===== config.mk =====
export PLATFORM = sky130hd
export DESIGN_NAME = dram_cbr_test_seq
export DESIGN_NICKNAME = d
export VERILOG_FILES = /design/src/rtl/dram_cbr_pkg.sv /design/src/rtl/dram_cyc_engine.sv /design/src/rtl/dram_dq_compare.sv /design/src/rtl/dram_cbr_test_seq.sv
export SDC_FILE = /design/constraint.sdc
export NUM_CORES = 1
export LEC_CHECK = 0
export BUFFER_PORTS_ARGS = -buffer_cell sky130_fd_sc_hd__buf_2
export CAP_MARGIN = 30
export CORE_MARGIN = 4
export CORE_UTILIZATION = 54
export DETAILED_ROUTE_END_ITERATION = 16
export PLACE_DENSITY = 0.8
export SYNTH_ARGS = -nofsm -noshare
export SYNTH_HDL_FRONTEND = slang
export SYNTH_SLANG_ARGS = --single-unit

===== constraint.sdc =====
create_clock -name clk -period 3.41 [get_ports clk]
set_input_delay 0.1705 -clock clk [delete_from_list [all_inputs] [get_ports clk]]
set_output_delay 0.1705 -clock clk [all_outputs]
set_load 0.01 [all_outputs]

===== src/rtl/dram_cbr_pkg.sv =====
// Shared types for the refresh counter test sequencer.
// Assumes nothing beyond the SystemVerilog enum encodings given here;
// the phase code is visible at the ports through fail_phase.
package dram_cbr_pkg;

    // Test phases; the numeric value is reported in fail_phase[1:0].
    typedef enum logic [1:0] {
        PH_INIT   = 2'd0,
        PH_FILL   = 2'd1,
        PH_CBR    = 2'd2,
        PH_VERIFY = 2'd3
    } phase_t;

    // Kind of memory cycle the engine is asked to perform.
    typedef enum logic [1:0] {
        CK_REFRESH = 2'd0,
        CK_WRITE   = 2'd1,
        CK_READ    = 2'd2,
        CK_CBR     = 2'd3
    } cyc_kind_t;

    // Cycle engine steps; each step lasts one clock except E_PRE.
    typedef enum logic [3:0] {
        E_IDLE, E_RAS, E_RFH, E_ACOL, E_CASL, E_HOLD,
        E_CB1, E_CB2, E_CB3, E_CB4, E_CB5, E_CB6, E_CB7,
        E_PRE
    } eng_state_t;

    // Top-level run state.
    typedef enum logic [1:0] {
        T_IDLE, T_RUN, T_DRAIN, T_DONE
    } run_state_t;

endpackage


===== src/rtl/dram_cyc_engine.sv =====
// Memory cycle engine: turns one command (kind, row, data bits, tag) into
// the pin waveform of a single DRAM cycle, then holds RAS/CAS high for
// the precharge count. A new command is taken only when ready is high;
// ready rises in the last precharge clock so cycles chain with no gap.
// Assumes col and cyc_gap are stable while a run is active.
module dram_cyc_engine
    import dram_cbr_pkg::*;
#(
    parameter int ROW_BITS = 10,
    parameter int COL_BITS = 10,
    parameter int ADDR_W   = 10,
    parameter int DQ_W     = 16,
    parameter int GAP_W    = 4,
    parameter int TAG_W    = 13
) (
    input  logic                clk,
    input  logic                rst_n,
    input  logic                go,
    input  cyc_kind_t           kind,
    input  logic [ROW_BITS-1:0] row,
    input  logic                wr_bit,
    input  logic                exp_bit,
    input  logic [TAG_W-1:0]    tag,
    input  logic [COL_BITS-1:0] col,
    input  logic [GAP_W-1:0]    cyc_gap,
    output logic                ready,
    output logic                idle,
    output logic                rd_strobe,
    output logic                rd_exp,
    output logic [TAG_W-1:0]    cur_tag,
    output logic                ras_n,
    output logic                cas_n,
    output logic                we_n,
    output logic                oe_n,
    output logic [ADDR_W-1:0]   addr,
    output logic [DQ_W-1:0]     dq_out,
    output logic                dq_oe
);

    eng_state_t          state_q, state_d;
    logic [GAP_W-1:0]    cnt_q;
    cyc_kind_t           kind_q;
    logic [ROW_BITS-1:0] row_q;
    logic                wr_q, exp_q;
    logic [TAG_W-1:0]    tag_q;
    logic [GAP_W-1:0]    gap_eff, pre_load;
    logic                take, is_write, is_read;
    logic                ras_low, cas_low, col_on_bus;

    // Effective precharge length: a zero setting still gives one clock.
    always_comb begin
        gap_eff  = (cyc_gap == '0) ? GAP_W'(1) : cyc_gap;
        pre_load = gap_eff - GAP_W'(1);
    end

    assign ready = (state_q == E_IDLE) || (state_q == E_PRE && cnt_q == '0);
    assign idle  = (state_q == E_IDLE);
    assign take  = go && ready;

    // Next-step selection for the cycle being performed.
    always_comb begin
        state_d = state_q;
        unique case (state_q)
            E_IDLE, E_PRE: begin
                if (take)
                    state_d = (kind == CK_CBR) ? E_CB1 : E_RAS;
                else if (ready)
                    state_d = E_IDLE;
            end
            E_RAS:  state_d = (kind_q == CK_REFRESH) ? E_RFH : E_ACOL;
            E_RFH:  state_d = E_PRE;
            E_ACOL: state_d = E_CASL;
            E_CASL: state_d = E_HOLD;
            E_HOLD: state_d = E_PRE;
            E_CB1:  state_d = E_CB2;
            E_CB2:  state_d = E_CB3;
            E_CB3:  state_d = E_CB4;
            E_CB4:  state_d = E_CB5;
            E_CB5:  state_d = E_CB6;
            E_CB6:  state_d = E_CB7;
            E_CB7:  state_d = E_PRE;
            default: state_d = E_IDLE;
        endcase
    end

    // Step register, precharge counter and latched command fields.
    always_ff @(posedge clk) begin
        if (!rst_n) begin
            state_q <= E_IDLE;
            cnt_q   <= '0;
            kind_q  <= CK_REFRESH;
            row_q   <= '0;
            wr_q    <= 1'b0;
            exp_q   <= 1'b0;
            tag_q   <= '0;
        end else begin
            state_q <= state_d;
            if (take) begin
                kind_q <= kind;
                row_q  <= row;
                wr_q   <= wr_bit;
                exp_q  <= exp_bit;
                tag_q  <= tag;
            end
            if (state_d == E_PRE && state_q != E_PRE)
                cnt_q <= pre_load;
            else if (state_q == E_PRE && cnt_q != '0)
                cnt_q <= cnt_q - GAP_W'(1);
        end
    end

    // Strobe levels decoded from the current step.
    always_comb begin
        is_write   = (kind_q == CK_WRITE);
        is_read    = (kind_q == CK_READ);
        ras_low    = state_q inside {E_RAS, E_RFH, E_ACOL, E_CASL, E_HOLD,
                                     E_CB2, E_CB3, E_CB4, E_CB5, E_CB6, E_CB7};
        cas_low    = state_q inside {E_CASL, E_HOLD, E_CB1, E_CB2,
                                     E_CB4, E_CB5, E_CB6, E_CB7};
        col_on_bus = state_q inside {E_ACOL, E_CASL, E_HOLD,
                                     E_CB3, E_CB4, E_CB5, E_CB6, E_CB7};
    end

    // Pin drive: address mux, write enable, output enable, data.
    always_comb begin
        ras_n = !ras_low;
        cas_n = !cas_low;
        if (state_q == E_RAS || state_q == E_RFH)
            addr = ADDR_W'(row_q);
        else if (col_on_bus)
            addr = ADDR_W'(col);
        else
            addr = '0;
        we_n   = !(((state_q == E_ACOL || state_q == E_CASL) && is_write) ||
                   state_q == E_CB6 || state_q == E_CB7);
        oe_n   = !(((state_q == E_CASL || state_q == E_HOLD) && is_read) ||
                   state_q == E_CB4 || state_q == E_CB5);
        dq_oe  = !we_n;
        dq_out = {DQ_W{wr_q}};
    end

    // Read data is valid in the last clock that OE is low.
    assign rd_strobe = (state_q == E_HOLD && is_read) || (state_q == E_CB5);
    assign rd_exp    = exp_q;
    assign cur_tag   = tag_q;

endmodule


===== src/rtl/dram_dq_compare.sv =====
// Read checker: compares every DQ bit with the expected pattern bit while
// the engine's read strobe is high. Purely combinational; assumes the
// test pattern is the same on all bits.
module dram_dq_compare #(
    parameter int DQ_W = 16
) (
    input  logic            strobe,
    input  logic            exp_bit,
    input  logic [DQ_W-1:0] dq,
    output logic            mismatch
);

    logic [DQ_W-1:0] bit_err;

    // One XOR per data bit against the expected level.
    for (genvar b = 0; b < DQ_W; b++) begin : g_bit
        assign bit_err[b] = dq[b] ^ exp_bit;
    end

    assign mismatch = strobe && (|bit_err);

endmodule


===== src/rtl/dram_cbr_test_seq.sv =====
// Refresh counter test sequencer (top). Steps through counter init, fill,
// counter-addressed read-modify-write and verify, twice with opposite
// backgrounds, and stops on the first mismatch. Assumes INIT_CYCLES fits
// in ROW_BITS and that col and cyc_gap stay stable for a whole run.
module dram_cbr_test_seq
    import dram_cbr_pkg::*;
#(
    parameter  int ROW_BITS    = 10,
    parameter  int COL_BITS    = 10,
    parameter  int DQ_W        = 16,
    parameter  int GAP_W       = 4,
    parameter  int INIT_CYCLES = 8,
    localparam int ADDR_W      = (ROW_BITS > COL_BITS) ? ROW_BITS : COL_BITS
) (
    input  logic                clk,
    input  logic                rst_n,
    input  logic                start,
    input  logic [COL_BITS-1:0] col,
    input  logic [GAP_W-1:0]    cyc_gap,
    output logic                done,
    output logic                fail,
    output logic [ROW_BITS-1:0] fail_row,
    output logic [2:0]          fail_phase,
    output logic                ras_n,
    output logic                cas_n,
    output logic                we_n,
    output logic                oe_n,
    output logic [ADDR_W-1:0]   addr,
    output logic [DQ_W-1:0]     dq_out,
    output logic                dq_oe,
    input  logic [DQ_W-1:0]     dq_in
);

    localparam int INIT_W = (INIT_CYCLES > 1) ? $clog2(INIT_CYCLES) : 1;
    localparam int TAG_W  = ROW_BITS + 3;

    run_state_t          run_q;
    phase_t              phase_q;
    logic                pass_q;
    logic [ROW_BITS-1:0] row_q;
    logic [INIT_W-1:0]   init_q;
    logic                done_q, fail_q;
    logic [ROW_BITS-1:0] frow_q;
    logic [2:0]          fph_q;

    cyc_kind_t           cmd_kind;
    logic [ROW_BITS-1:0] cmd_row;
    logic                cmd_wr, cmd_exp;
    logic [TAG_W-1:0]    cmd_tag, cur_tag;
    logic                go, ready, eng_idle, accept;
    logic                rd_strobe, rd_exp, mismatch;
    logic                row_last, init_last;

    // Command for the current position in the test.
    always_comb begin
        cmd_kind = CK_READ;
        cmd_row  = row_q;
        cmd_wr   = pass_q;
        cmd_exp  = !pass_q;
        unique case (phase_q)
            PH_INIT:   begin cmd_kind = CK_REFRESH; cmd_row = ROW_BITS'(init_q); end
            PH_FILL:   begin cmd_kind = CK_WRITE;   cmd_wr  = pass_q; end
            PH_CBR:    begin cmd_kind = CK_CBR; cmd_exp = pass_q; cmd_wr = !pass_q; end
            default:   begin cmd_kind = CK_READ;    cmd_exp = !pass_q; end
        endcase
        cmd_tag = {pass_q, phase_q, row_q};
    end

    assign go        = (run_q == T_RUN);
    assign accept    = go && ready;
    assign row_last  = &row_q;
    assign init_last = (init_q == INIT_W'(INIT_CYCLES - 1));

    dram_cyc_engine #(
        .ROW_BITS (ROW_BITS),
        .COL_BITS (COL_BITS),
        .ADDR_W   (ADDR_W),
        .DQ_W     (DQ_W),
        .GAP_W    (GAP_W),
        .TAG_W    (TAG_W)
    ) u_engine (
        .clk       (clk),
        .rst_n     (rst_n),
        .go        (go),
        .kind      (cmd_kind),
        .row       (cmd_row),
        .wr_bit    (cmd_wr),
        .exp_bit   (cmd_exp),
        .tag       (cmd_tag),
        .col       (col),
        .cyc_gap   (cyc_gap),
        .ready     (ready),
        .idle      (eng_idle),
        .rd_strobe (rd_strobe),
        .rd_exp    (rd_exp),
        .cur_tag   (cur_tag),
        .ras_n     (ras_n),
        .cas_n     (cas_n),
        .we_n      (we_n),
        .oe_n      (oe_n),
        .addr      (addr),
        .dq_out    (dq_out),
        .dq_oe     (dq_oe)
    );

    dram_dq_compare #(
        .DQ_W (DQ_W)
    ) u_cmp (
        .strobe   (rd_strobe),
        .exp_bit  (rd_exp),
        .dq       (dq_in),
        .mismatch (mismatch)
    );

    // Run control: start, phase/row stepping, failure capture, completion.
    always_ff @(posedge clk) begin
        if (!rst_n) begin
            run_q   <= T_IDLE;
            phase_q <= PH_INIT;
            pass_q  <= 1'b0;
            row_q   <= '0;
            init_q  <= '0;
            done_q  <= 1'b0;
            fail_q  <= 1'b0;
            frow_q  <= '0;
            fph_q   <= '0;
        end else begin
            unique case (run_q)
                T_IDLE, T_DONE: begin
                    if (start) begin
                        run_q   <= T_RUN;
                        phase_q <= PH_INIT;
                        pass_q  <= 1'b0;
                        row_q   <= '0;
                        init_q  <= '0;
                        done_q  <= 1'b0;
                        fail_q  <= 1'b0;
                        frow_q  <= '0;
                        fph_q   <= '0;
                    end
                end
                T_RUN: begin
                    if (mismatch) begin
                        run_q  <= T_DRAIN;
                        fail_q <= 1'b1;
                        frow_q <= cur_tag[ROW_BITS-1:0];
                        fph_q  <= cur_tag[TAG_W-1:ROW_BITS];
                    end else if (accept) begin
                        unique case (phase_q)
                            PH_INIT: begin
                                if (init_last) phase_q <= PH_FILL;
                                else           init_q  <= init_q + INIT_W'(1);
                            end
                            PH_FILL, PH_CBR: begin
                                row_q <= row_q + ROW_BITS'(1);
                                if (row_last)
                                    phase_q <= (phase_q == PH_FILL) ? PH_CBR : PH_VERIFY;
                            end
                            default: begin
                                row_q <= row_q + ROW_BITS'(1);
                                if (row_last) begin
                                    if (pass_q) run_q <= T_DRAIN;
                                    else begin
                                        pass_q  <= 1'b1;
                                        phase_q <= PH_FILL;
                                    end
                                end
                            end
                        endcase
                    end
                end
                default: begin
                    if (mismatch && !fail_q) begin
                        fail_q <= 1'b1;
                        frow_q <= cur_tag[ROW_BITS-1:0];
                        fph_q  <= cur_tag[TAG_W-1:ROW_BITS];
                    end else if (eng_idle) begin
                        run_q  <= T_DONE;
                        done_q <= 1'b1;
                    end
                end
            endcase
        end
    end

    assign done       = done_q;
    assign fail       = fail_q;
    assign fail_row   = frow_q;
    assign fail_phase = fph_q;

endmodule


* After elaboration in Yosys (flattened, before gate mapping)
Cells that the tools add are included.
Storage, ports and cells: flip-flop bits (word level) 68, word-level logic and storage cells 194
Cells by class: add/sub/neg operators 4, equal/unequal tests 42, muxes and demuxes 62, bitwise operators 17, reductions and logical operators 53
Operator list (number):
- $mux W10 | 9
- $pmux W4 S11 | 1
- $pmux W10 S2 | 2
- $mux W2 | 15
- $eq A4 B4 Y1 const B | 7
- $mux W3 | 8
- $ne A3 B3 Y1 const B | 7
- $mux W4 | 5
- $ne A2 B2 Y1 const B | 9
- $eq A4 B3 Y1 const B | 4
- $reduce_bool A8 Y1 | 2
- $reduce_or A16 Y1 | 1
- $xor A1 B1 Y1 | 16
- $mux W1 | 13
- $logic_not A4 Y1 | 3
- $pmux W2 S2 | 3
- $pmux W3 S2 | 2
- $reduce_and A6 Y1 | 2
- $reduce_bool A11 Y1 | 1
- $add A10 B1 Y10 const B | 1
- $reduce_and A10 Y1 | 1
- $logic_and A1 B1 Y1 | 9
- $logic_or A1 B1 Y1 | 9
- $eq A2 B2 Y1 const B | 4
- 24 further kinds | 44

* Logic depth before layout (Yosys ltp)
Gate-level depths: netlist of the first run.
depth after elaboration 9, gate-level depth with buffers 11, mapped depth without buffers 10

* By module
From an unflattened synthesis of the first run, not the netlist that was laid out.
Second synthesis, totals: cell total of the unflattened synthesis 484, area, all modules 3933.8 sq um
Modules (own cells, without submodules):
- dram_cyc_engine | instances 1, cells an instance 252, area each 2031.9 sq um, sequential area each 700.7 sq um
- dram_cbr_test_seq | instances 1, cells an instance 215, area each 1805.5 sq um, sequential area each 660.6 sq um
- dram_dq_compare | instances 1, cells an instance 17, area each 96.3 sq um, sequential area each 0.0 sq um

* Worst setup path before layout of the first run
Ideal clock, no wire load.
kind flip-flop to flip-flop, from register u_engine.state_q[1], to register u_engine.cnt_q[2], library setup time 0.132 ns, arrival 2.457 ns, data required time 3.278 ns, path slack 0.820 ns, cell stages (with the launch flop) 12, path buffers 1, clock period less this slack 2.590 ns, cells stage by stage dfxtp_1 > clkbuf_1 > or3b_2 > a21oi_1 > a21oi_1 > or3_1 > o21ai_0 > ha_1 > inv_1 > and3_1 > a311oi_1 > a21oi_1
On the way: word-level cells in the longest chain between the ends 9
RTL lines:
- start: declaration | RTL line dram_cyc_engine.sv:40 | eng_state_t state_q, state_d;
- start signal: assignment | RTL line dram_cyc_engine.sv:97 | state_q <= state_d;
- $eq A4 B4 Y1 | RTL line dram_cyc_engine.sv:56, dram_cyc_engine.sv:63, dram_cyc_engine.sv:107
- $logic_and A1 B1 Y1 | RTL line dram_cyc_engine.sv:56 | assign ready = (state_q == E_IDLE) || (state_q == E_PRE && cnt_q == '0);
- $logic_or A1 B1 Y1 | RTL line dram_cyc_engine.sv:56
- $mux W4 or $logic_and A1 B1 Y1 (tied branches) | RTL line dram_cyc_engine.sv:67, dram_cyc_engine.sv:58
- $mux W4 | RTL line dram_cyc_engine.sv:65 | if (take)
- $pmux W4 S11 | RTL line dram_cyc_engine.sv:63 | unique case (state_q)
- $eq A4 B4 Y1 | RTL line dram_cyc_engine.sv:105 | if (state_d == E_PRE && state_q != E_PRE)
- $logic_and A1 B1 Y1 | RTL line dram_cyc_engine.sv:105
- $mux W4 or $reduce_bool A2 Y1 (tied branches)
- end signal: assignment | RTL line dram_cyc_engine.sv:106 | cnt_q <= pre_load;
- end signal: assignment | RTL line dram_cyc_engine.sv:108 | cnt_q <= cnt_q - GAP_W'(1);
- end: declaration | RTL line dram_cyc_engine.sv:41 | logic [GAP_W-1:0] cnt_q;
Parallel ways exist; a longest one is shown, timed or not. A chain may end at the register's enable or synchronous reset.

* Final worst setup path of the first run
from register u_engine.state_q[3], to register phase_q[0]
On the way: word-level cells in the longest chain between the ends 6
RTL lines:
- $eq A4 B3 Y1 or $eq A4 B4 Y1 (tied branches) | RTL line dram_cyc_engine.sv:143, dram_cyc_engine.sv:56
- $logic_and A1 B1 Y1, on equally long branches | RTL line dram_cyc_engine.sv:143, dram_cyc_engine.sv:56
- $logic_or A1 B1 Y1, on equally long branches | RTL line dram_cyc_engine.sv:143, dram_cyc_engine.sv:56
- $logic_and A1 B1 Y1, on equally long branches | RTL line dram_dq_compare.sv:20, dram_cbr_test_seq.sv:70
- $ne A2 B2 Y1 (no source line)
- $reduce_and A8 Y1 (no source line) *
- end signal: assignment | RTL line dram_cbr_test_seq.sv:157 | phase_q <= (phase_q == PH_FILL) ? PH_CBR : PH_VERIFY;
- end: declaration | RTL line dram_cbr_test_seq.sv:38 | phase_t phase_q;
Every way passes the cells marked *; elsewhere a longest branch is shown, timed or not.

==> flow_summary_export.csv, run 1 <==
group,metric,value,unit
yosys,synthFlopType,"dfxtp_1",
placed_design,gp_congestion,0.931,
drt,via_count,3394,
clock_tree,cts_hold_buf,0,
yosys,synth_area,3490,sq um
min_path,worstHoldEndpoint,"u_engine.cnt_q[0]$_SDFFE_PN0P_",
cells_and_area,utilization,64.0,%
sta,hold_viol_final,0,
status,status,"completed",
setup_path,worstPathArrival,3.05,ns
floorplan,start_util,55.3,%
cells_and_area,nets,523,
min_path,min-delay-start,"cyc_gap[0]",
drt,drt_iter0_markers,281,
sta,final.setup.tns,0,ns
floorplan,row_count,29,
global_route,grt_pass1_vias,2975,
clock_tree,path_clk_slew,0.09,ns
setup_path,rr_startpoint,"u_engine.state_q[3]$_SDFF_PN0_",
clock_tree,htreeDepth,3,
clock_tree,cts_buffer_depth,2,
cells_and_area,drive_gt1_share,22.9,%
floorplan,design.core.area,6310,sq um
setup_path,endpoint_kind,"flip-flop",
yosys,yosys.cell_types.count,56,
drt,totalWireLength,8.57,mm
yosys,synthArstFlopShare,0,%
yosys,syn_inst,423,
setup_path,reg2reg_to,"phase_q[0]$_SDFFE_PN0P_",
sta,slew_headroom,44.6,%
clock_tree,cts_tree,"done",
yosys,yosysSeqAreaShare,39.0,%
min_path,min_path_type,"in -> reg",
setup_path,worstPathRequired,3.68,ns
setup_path,rr_worst_depth,6,
global_route,gr-total-overflow,0,
cells_and_area,fin_cells,562,
setup_path,start_kind,"flip-flop",
sta,fmax,361,MHz
clock_tree,cts_setup_buffers,0,
power,p_per_area,788,nW/um^2
yosys,yosysWarnings,0,
clock_tree,clockRootBuffer,"clkbuf_8",
job,cap_violations,0,
sta,period_needed,2.77,ns
drt,ant_nets,0,
drt,wl_met2,3.82,mm
global_route,grt_max_degree,29,
floorplan,chipHeight,88.4,um
min_path,min_path_cells,3,
setup_path,crit_fanout,19,
floorplan,io_pins,79,
drt,wl_met3,696,um
drt,routed.top_layer,"met4",
drt,met1Wirelength,3.92,mm
cells_and_area,nFillCells,553,
placed_design,hpwl,6.14,mm
floorplan,fp.dieW,88.4,um
clock_tree,cts.sinks,68,
drt,drt-pass1-iter-count,5,
clock_tree,cts-buffers-inserted,9,
clock_tree,cts.repair.resized,0,
placed_design,io_buffer_count,78,
setup_path,r2r_slack,0.64,ns
yosys,synth_edf_count,0,
sta,final_max_slew_viol_count,0,
yosys,synth-seq-cells,68,
power,power.total,0.00319,W
cells_and_area,syn2layout_area_growth,15.7,%
cells_and_area,n_antenna_cell,0,
drt,via_per_inst,6.04,
sta,tightestPinTransition,0.831,ns
sta,rsz0062_at_grt,"no",
yosys,syn_area_per_cell,8.26,sq um
sta,fin_skew,0.0148,ns
yosys,syn-num-nets,466,
sta,setup_viol,0,
global_route,antenna_found_initial,0,
floorplan,dieArea,7820,sq um
clock_tree,clk_latency,0.36,ns
placed_design,dp.cells,546,
setup_path,crit_type,"reg -> reg",
global_route,grt.total_usage,22.5,%
power,peakVddDrop,427,uV
drt,avgRoutedWirePerCell,15.2,um
global_route,grt_pass1_wl,13.9,mm
power,leakage,1.70,nW
drt,drc,0,
sta,min_period_over_period,81.3,%
-- synthesized netlist by cell type, drive strengths merged, types with 9 or more instances --
library cell,n,area (sq um)
a21oi,50,250
and3,9,56.3
buf,21,150
nand4,10,62.6
ha,10,125
clkbuf,20,75.1
dfxtp,68,1360
inv,10,37.5
nand2,51,191
o21ai,20,104
a32o,13,130
nor3,13,65.1
a22o,10,87.6
nor2,31,116
-- kinds of logic after synthesis --
family	share of synthesized area [%]
buffers and inverters	7.74
adder cells (fa/ha/maj)	3.58
XOR/XNOR	2.01
multiplexers	2.33
AO/OA/AOI/OAI	24.7
AND/OR/NAND/NOR	20.7
flip-flops	39.0
-- state kept, by name, summed over array words and instances, names as in the netlist, 2 cells and up --
signal,cells
u_engine.cnt_q,4
run_q,2
u_engine.kind_q,2
fail_phase,3
init_q,3
fail_row,10
u_engine.state_q,4
u_engine.row_q,10
phase_q,2
u_engine.cur_tag,13
row_q,10
-- per-layer routing --
layer	vias up	global-route usage (%)
met3	13	5.49
li1	1643	-
met2	151	33.8
met5	-	0
met4	0	8.24
met1	1587	31.4
-- placed cells by master (no fill, tap or decap), types with 4 or more instances in the layout --
master     n
a211oi_1   4
a21o_1     5
a21oi_1   50
a22o_1    10
a32o_1    13
and3_1     9
buf_2     79
buf_4      8
clkbuf_8   9
dfxtp_1   68
ha_1      10
inv_1     10
mux2i_1    7
nand2_1   51
nand3_1    7
nand4_1   10
nor2_1    31
nor3_1    13
nor4_1     6
o21ai_0   18
or3_1      8
xnor2_1    4
xor2_1     4
-- where the power goes --
part           leakage, nW  total [W]  switching, W  internal [W]
Combinational         1.04    0.00142      0.000884      0.000538
Clock                0.110   0.000744      0.000328      0.000416
Sequential           0.550    0.00102      0.000133      0.000887
Total                 1.70    0.00319       0.00134       0.00184
-- final cells by class --
cell class                      count  area, sq um  area share (%)
Multi-Input combinational cell    302         1860            46.1
Sequential cell                    68         1360            33.7
Timing Repair Buffer               87          455            11.3
Clock buffer                        9          124            3.06
Clock inverter                      7         98.8            2.45
Tap cell                           77         96.3            2.38
Inverter                           12         45.0            1.11
-- worst max path at each step --
stage / from / end / slack, ns / cells past startpoint
3_3_place_gp: u_engine.state_q[0]$_SDFF_PN0_ / u_engine.cnt_q[2]$_SDFFE_PN0P_ / 0.82 / 10
4_1_cts: u_engine.state_q[3]$_SDFF_PN0_ / phase_q[0]$_SDFFE_PN0P_ / 0.68 / 6
2_1_floorplan: u_engine.state_q[1]$_SDFF_PN0_ / u_engine.cnt_q[2]$_SDFFE_PN0P_ / 0.82 / 11
3_5_place_dp: u_engine.state_q[0]$_SDFF_PN0_ / u_engine.cnt_q[2]$_SDFFE_PN0P_ / 0.71 / 10
5_1_grt: u_engine.state_q[0]$_SDFF_PN0_ / u_engine.cnt_q[2]$_SDFFE_PN0P_ / 0.39 / 10
6_report: u_engine.state_q[3]$_SDFF_PN0_ / phase_q[0]$_SDFFE_PN0P_ / 0.64 / 6
-- worst max-delay path, cell delays in order, from the launching register on --
cell	delay (ns)
dfxtp_1	0.50
or4_1	0.76
a221o_1	0.47
a21boi_2	0.29
o21ai_0	0.19
or3_1	0.34
a21oi_1	0.15
-- per-stage QoR --
| step | area, sq um | setup WS, ns | hold slack, ns |
|---|---|---|---|
| after floorplan | 3490 | 0.820 | 0.348 |
| after global placement | 3810 | 0.816 | 0.445 |
| after detailed placement | 3820 | 0.711 | 0.449 |
| after CTS | 4040 | 0.682 | 0.116 |
| after global routing | 4040 | 0.392 | 0.135 |
| final | 4040 | 0.638 | 0.132 |
Power figures use the tool's default switching activity.
==> inputs of run 2 (changes only) <==
==> constraint.sdc (replaced) <==
create_clock -name clk -period 2.7 [get_ports clk]
set_input_delay 0.135 -clock clk [delete_from_list [all_inputs] [get_ports clk]]
set_output_delay 0.135 -clock clk [all_outputs]
set_load 0.01 [all_outputs]
==> run 2 against run 1 <==
Routed wire length is 2.3% higher. First-iteration DRC count is 20% higher. Via count up 0.68%. Maximum frequency is 9.5% higher. Critical path depth unchanged. Sequential cell count unchanged. Largest power group unchanged. Clock power increased by 34%.
==> flow_summary_export.csv, run 2 (synthesis results as in run 1) <==
group,metric,value,unit
global_route,grt_pass1_wl,14.1,mm
sta,final.setup.tns,0,ns
placed_design,hpwl,6.31,mm
drt,via_per_inst,6.01,
sta,slew_headroom,44.1,%
setup_path,crit_top_cell,"nor3_1",
global_route,grt.total_usage,23.2,%
cells_and_area,drive_gt1_share,24.4,%
power,intPower,0.00247,W
drt,drt_iter0_markers,336,
setup_path,rr_startpoint,"u_engine.state_q[2]$_SDFF_PN0_",
power,p_sw,0.00169,W
cells_and_area,n_antenna_cell,0,
clock_tree,path_clk_slew,0.07,ns
power,leakage,1.74,nW
setup_path,crit_fanout,10,
min_path,min_path_type,"in -> reg",
setup_path,r2r_slack,0.17,ns
clock_tree,htreeDepth,3,
drt,avgRoutedWirePerCell,15.4,um
job,cap_violations,0,
drt,drc,0,
sta,fmax,395,MHz
floorplan,io_pins,79,
sta,hold_viol_final,0,
setup_path,crit_path_start,"u_engine.state_q[2]$_SDFF_PN0_",
setup_path,crit_chain,"or4_1 > a221o_1 > nor3_1 > nor3_1 > or3_1 > o31ai_1",
setup_path,worstPathRequired,2.96,ns
power,power.total,0.00416,W
setup_path,crit_type,"reg -> reg",
power,combPwrFrac,45.8,%
cells_and_area,largest_reg_flops,13,
cells_and_area,nets,531,
floorplan,row_count,29,
sta,setup_slack,0.169,ns
floorplan,start_util,55.3,%
drt,via_count,3417,
sta,final_max_slew_viol_count,0,
setup_path,endpoint_kind,"flip-flop",
sta,min_period_over_period,93.8,%
clock_tree,cts.sinks,68,
sta,period_needed,2.53,ns
placed_design,place_ws,0.138,ns
placed_design,gp_congestion,0.828,
power,power_switching_share,40.6,%
floorplan,dieArea,7820,sq um
setup_path,crit_end,"run_q[0]$_SDFFE_PN0P_",
setup_path,slowest_stage,"or4_1",
global_route,grt_pass1_vias,3093,
clock_tree,cts_tree,"done",
cells_and_area,utilization,65.3,%
clock_tree,clk_latency,0.35,ns
cells_and_area,most-common-layout-cells,"79 x buf_2, 67 x dfxtp_1, 51 x nand2_1, 49 x a21oi_1, 31 x nor2_1",
power,p_per_area,1010,nW/um^2
status,status,"completed",
clock_tree,cts-buffers-inserted,9,
floorplan,design.core.area,6310,sq um
global_route,gr-total-overflow,0,
min_path,min_path_cells,3,
cells_and_area,syn2layout_area_growth,18.0,%
placed_design,io_buffer_count,78,
setup_path,reg2reg_to,"run_q[0]$_SDFFE_PN0P_",
sta,fin_skew,0.00657,ns
setup_path,worstPathArrival,2.79,ns
cells_and_area,layout_commonest_cell,"buf_2",
setup_path,rr_worst_depth,6,
setup_path,critPathMaxStageDelay,0.68,ns
setup_path,start_kind,"flip-flop",
clock_tree,clockRootBuffer,"clkbuf_8",
power,power_frac_clock,24.2,%
sta,setup_viol,0,
clock_tree,cts_buffer_depth,2,
sta,rsz0062_at_grt,"no",
drt,drt-pass1-iter-count,4,
global_route,antenna_found_initial,0,
power,peakVddDrop,475,uV
floorplan,chipHeight,88.4,um
drt,ant_nets,0,
global_route,grt_max_degree,24,
floorplan,fp.dieW,88.4,um
sta,tightestPinTransition,0.838,ns
power,pwr-share-seq,30.0,%
drt,totalWireLength,8.76,mm
## run 2: cell types whose count changed in the layout (fill, tap and decap cells not counted)
cell        previous run  this run
buf_4                  8        16
inv_6                  2         0
a21oi_1               50        49
a21oi_2                0         1
bufinv_16              2         3
clkinv_2               1         0
clkinvlp_4             1         2
dfxtp_1               68        67
dfxtp_2                0         1
## run 2: how the worst min path moves through the flow
stage                                            startpoint                                end  slack (ns)
final                                            cyc_gap[0]     u_engine.cnt_q[0]$_SDFFE_PN0P_        0.11
after global routing                             cyc_gap[0]     u_engine.cnt_q[0]$_SDFFE_PN0P_        0.12
after CTS                                        cyc_gap[0]     u_engine.cnt_q[0]$_SDFFE_PN0P_        0.09
after detailed placement  u_engine.cur_tag[10]$_SDFFE_PN0P_  u_engine.cur_tag[10]$_SDFFE_PN0P_        0.45
after global placement                           cyc_gap[0]     u_engine.cnt_q[0]$_SDFFE_PN0P_        0.44
after floorplan                                  cyc_gap[3]     u_engine.cnt_q[3]$_SDFFE_PN0P_        0.31
## run 2: metrics by stage
stage,cells,instance area [sq um],hold slack (ns)
final,569,4120,0.108
after global routing,569,4120,0.117
after CTS,569,4120,0.0872
after detailed placement,554,3880,0.450
after global placement,553,3870,0.445
after floorplan,423,3490,0.312
## run 2: repair_timing
action | CTS | global route
endpoints found under the setup margin | 0 | 4
gates resized for setup | 0 | 2
hold buffers | 0 | 0
buffers inserted | 0 | 0
## run 2: area by class of cell
cell class	instances	area (sq um)
Clock inverter	6	114
Tap cell	77	96.3
Clock buffer	9	124
Multi-Input combinational cell	302	1870
Sequential cell	68	1360
Inverter	12	45.0
Timing Repair Buffer	95	515
Fill cell	530	2190
## run 2: per-layer routing
layer	track usage (%)	vias up	routed length, um
met3	3.91	10	733
met5	0	-	0
met1	30.5	1615	3880
li1	-	1664	-
met2	37.3	128	4000
met4	10.6	0	142
## run 2: critical path: cells and delay by family, from the launching register on
kind | cells | cell delay, ns
AO/OA/AOI/OAI | 2 | 0.67
flip-flops | 1 | 0.37
AND/OR/NAND/NOR | 4 | 1.41
## run 2: power by group through the flow
stage	Combinational, W	Sequential (W)	Clock (W)
after detailed placement	0.00188	0.00127	0
after global placement	0.00183	0.00125	0
after floorplan	0.00145	0.00123	0
after global routing	0.00211	0.00127	0.00106
final	0.00191	0.00125	0.00100
after CTS	0.00189	0.00125	0.00102
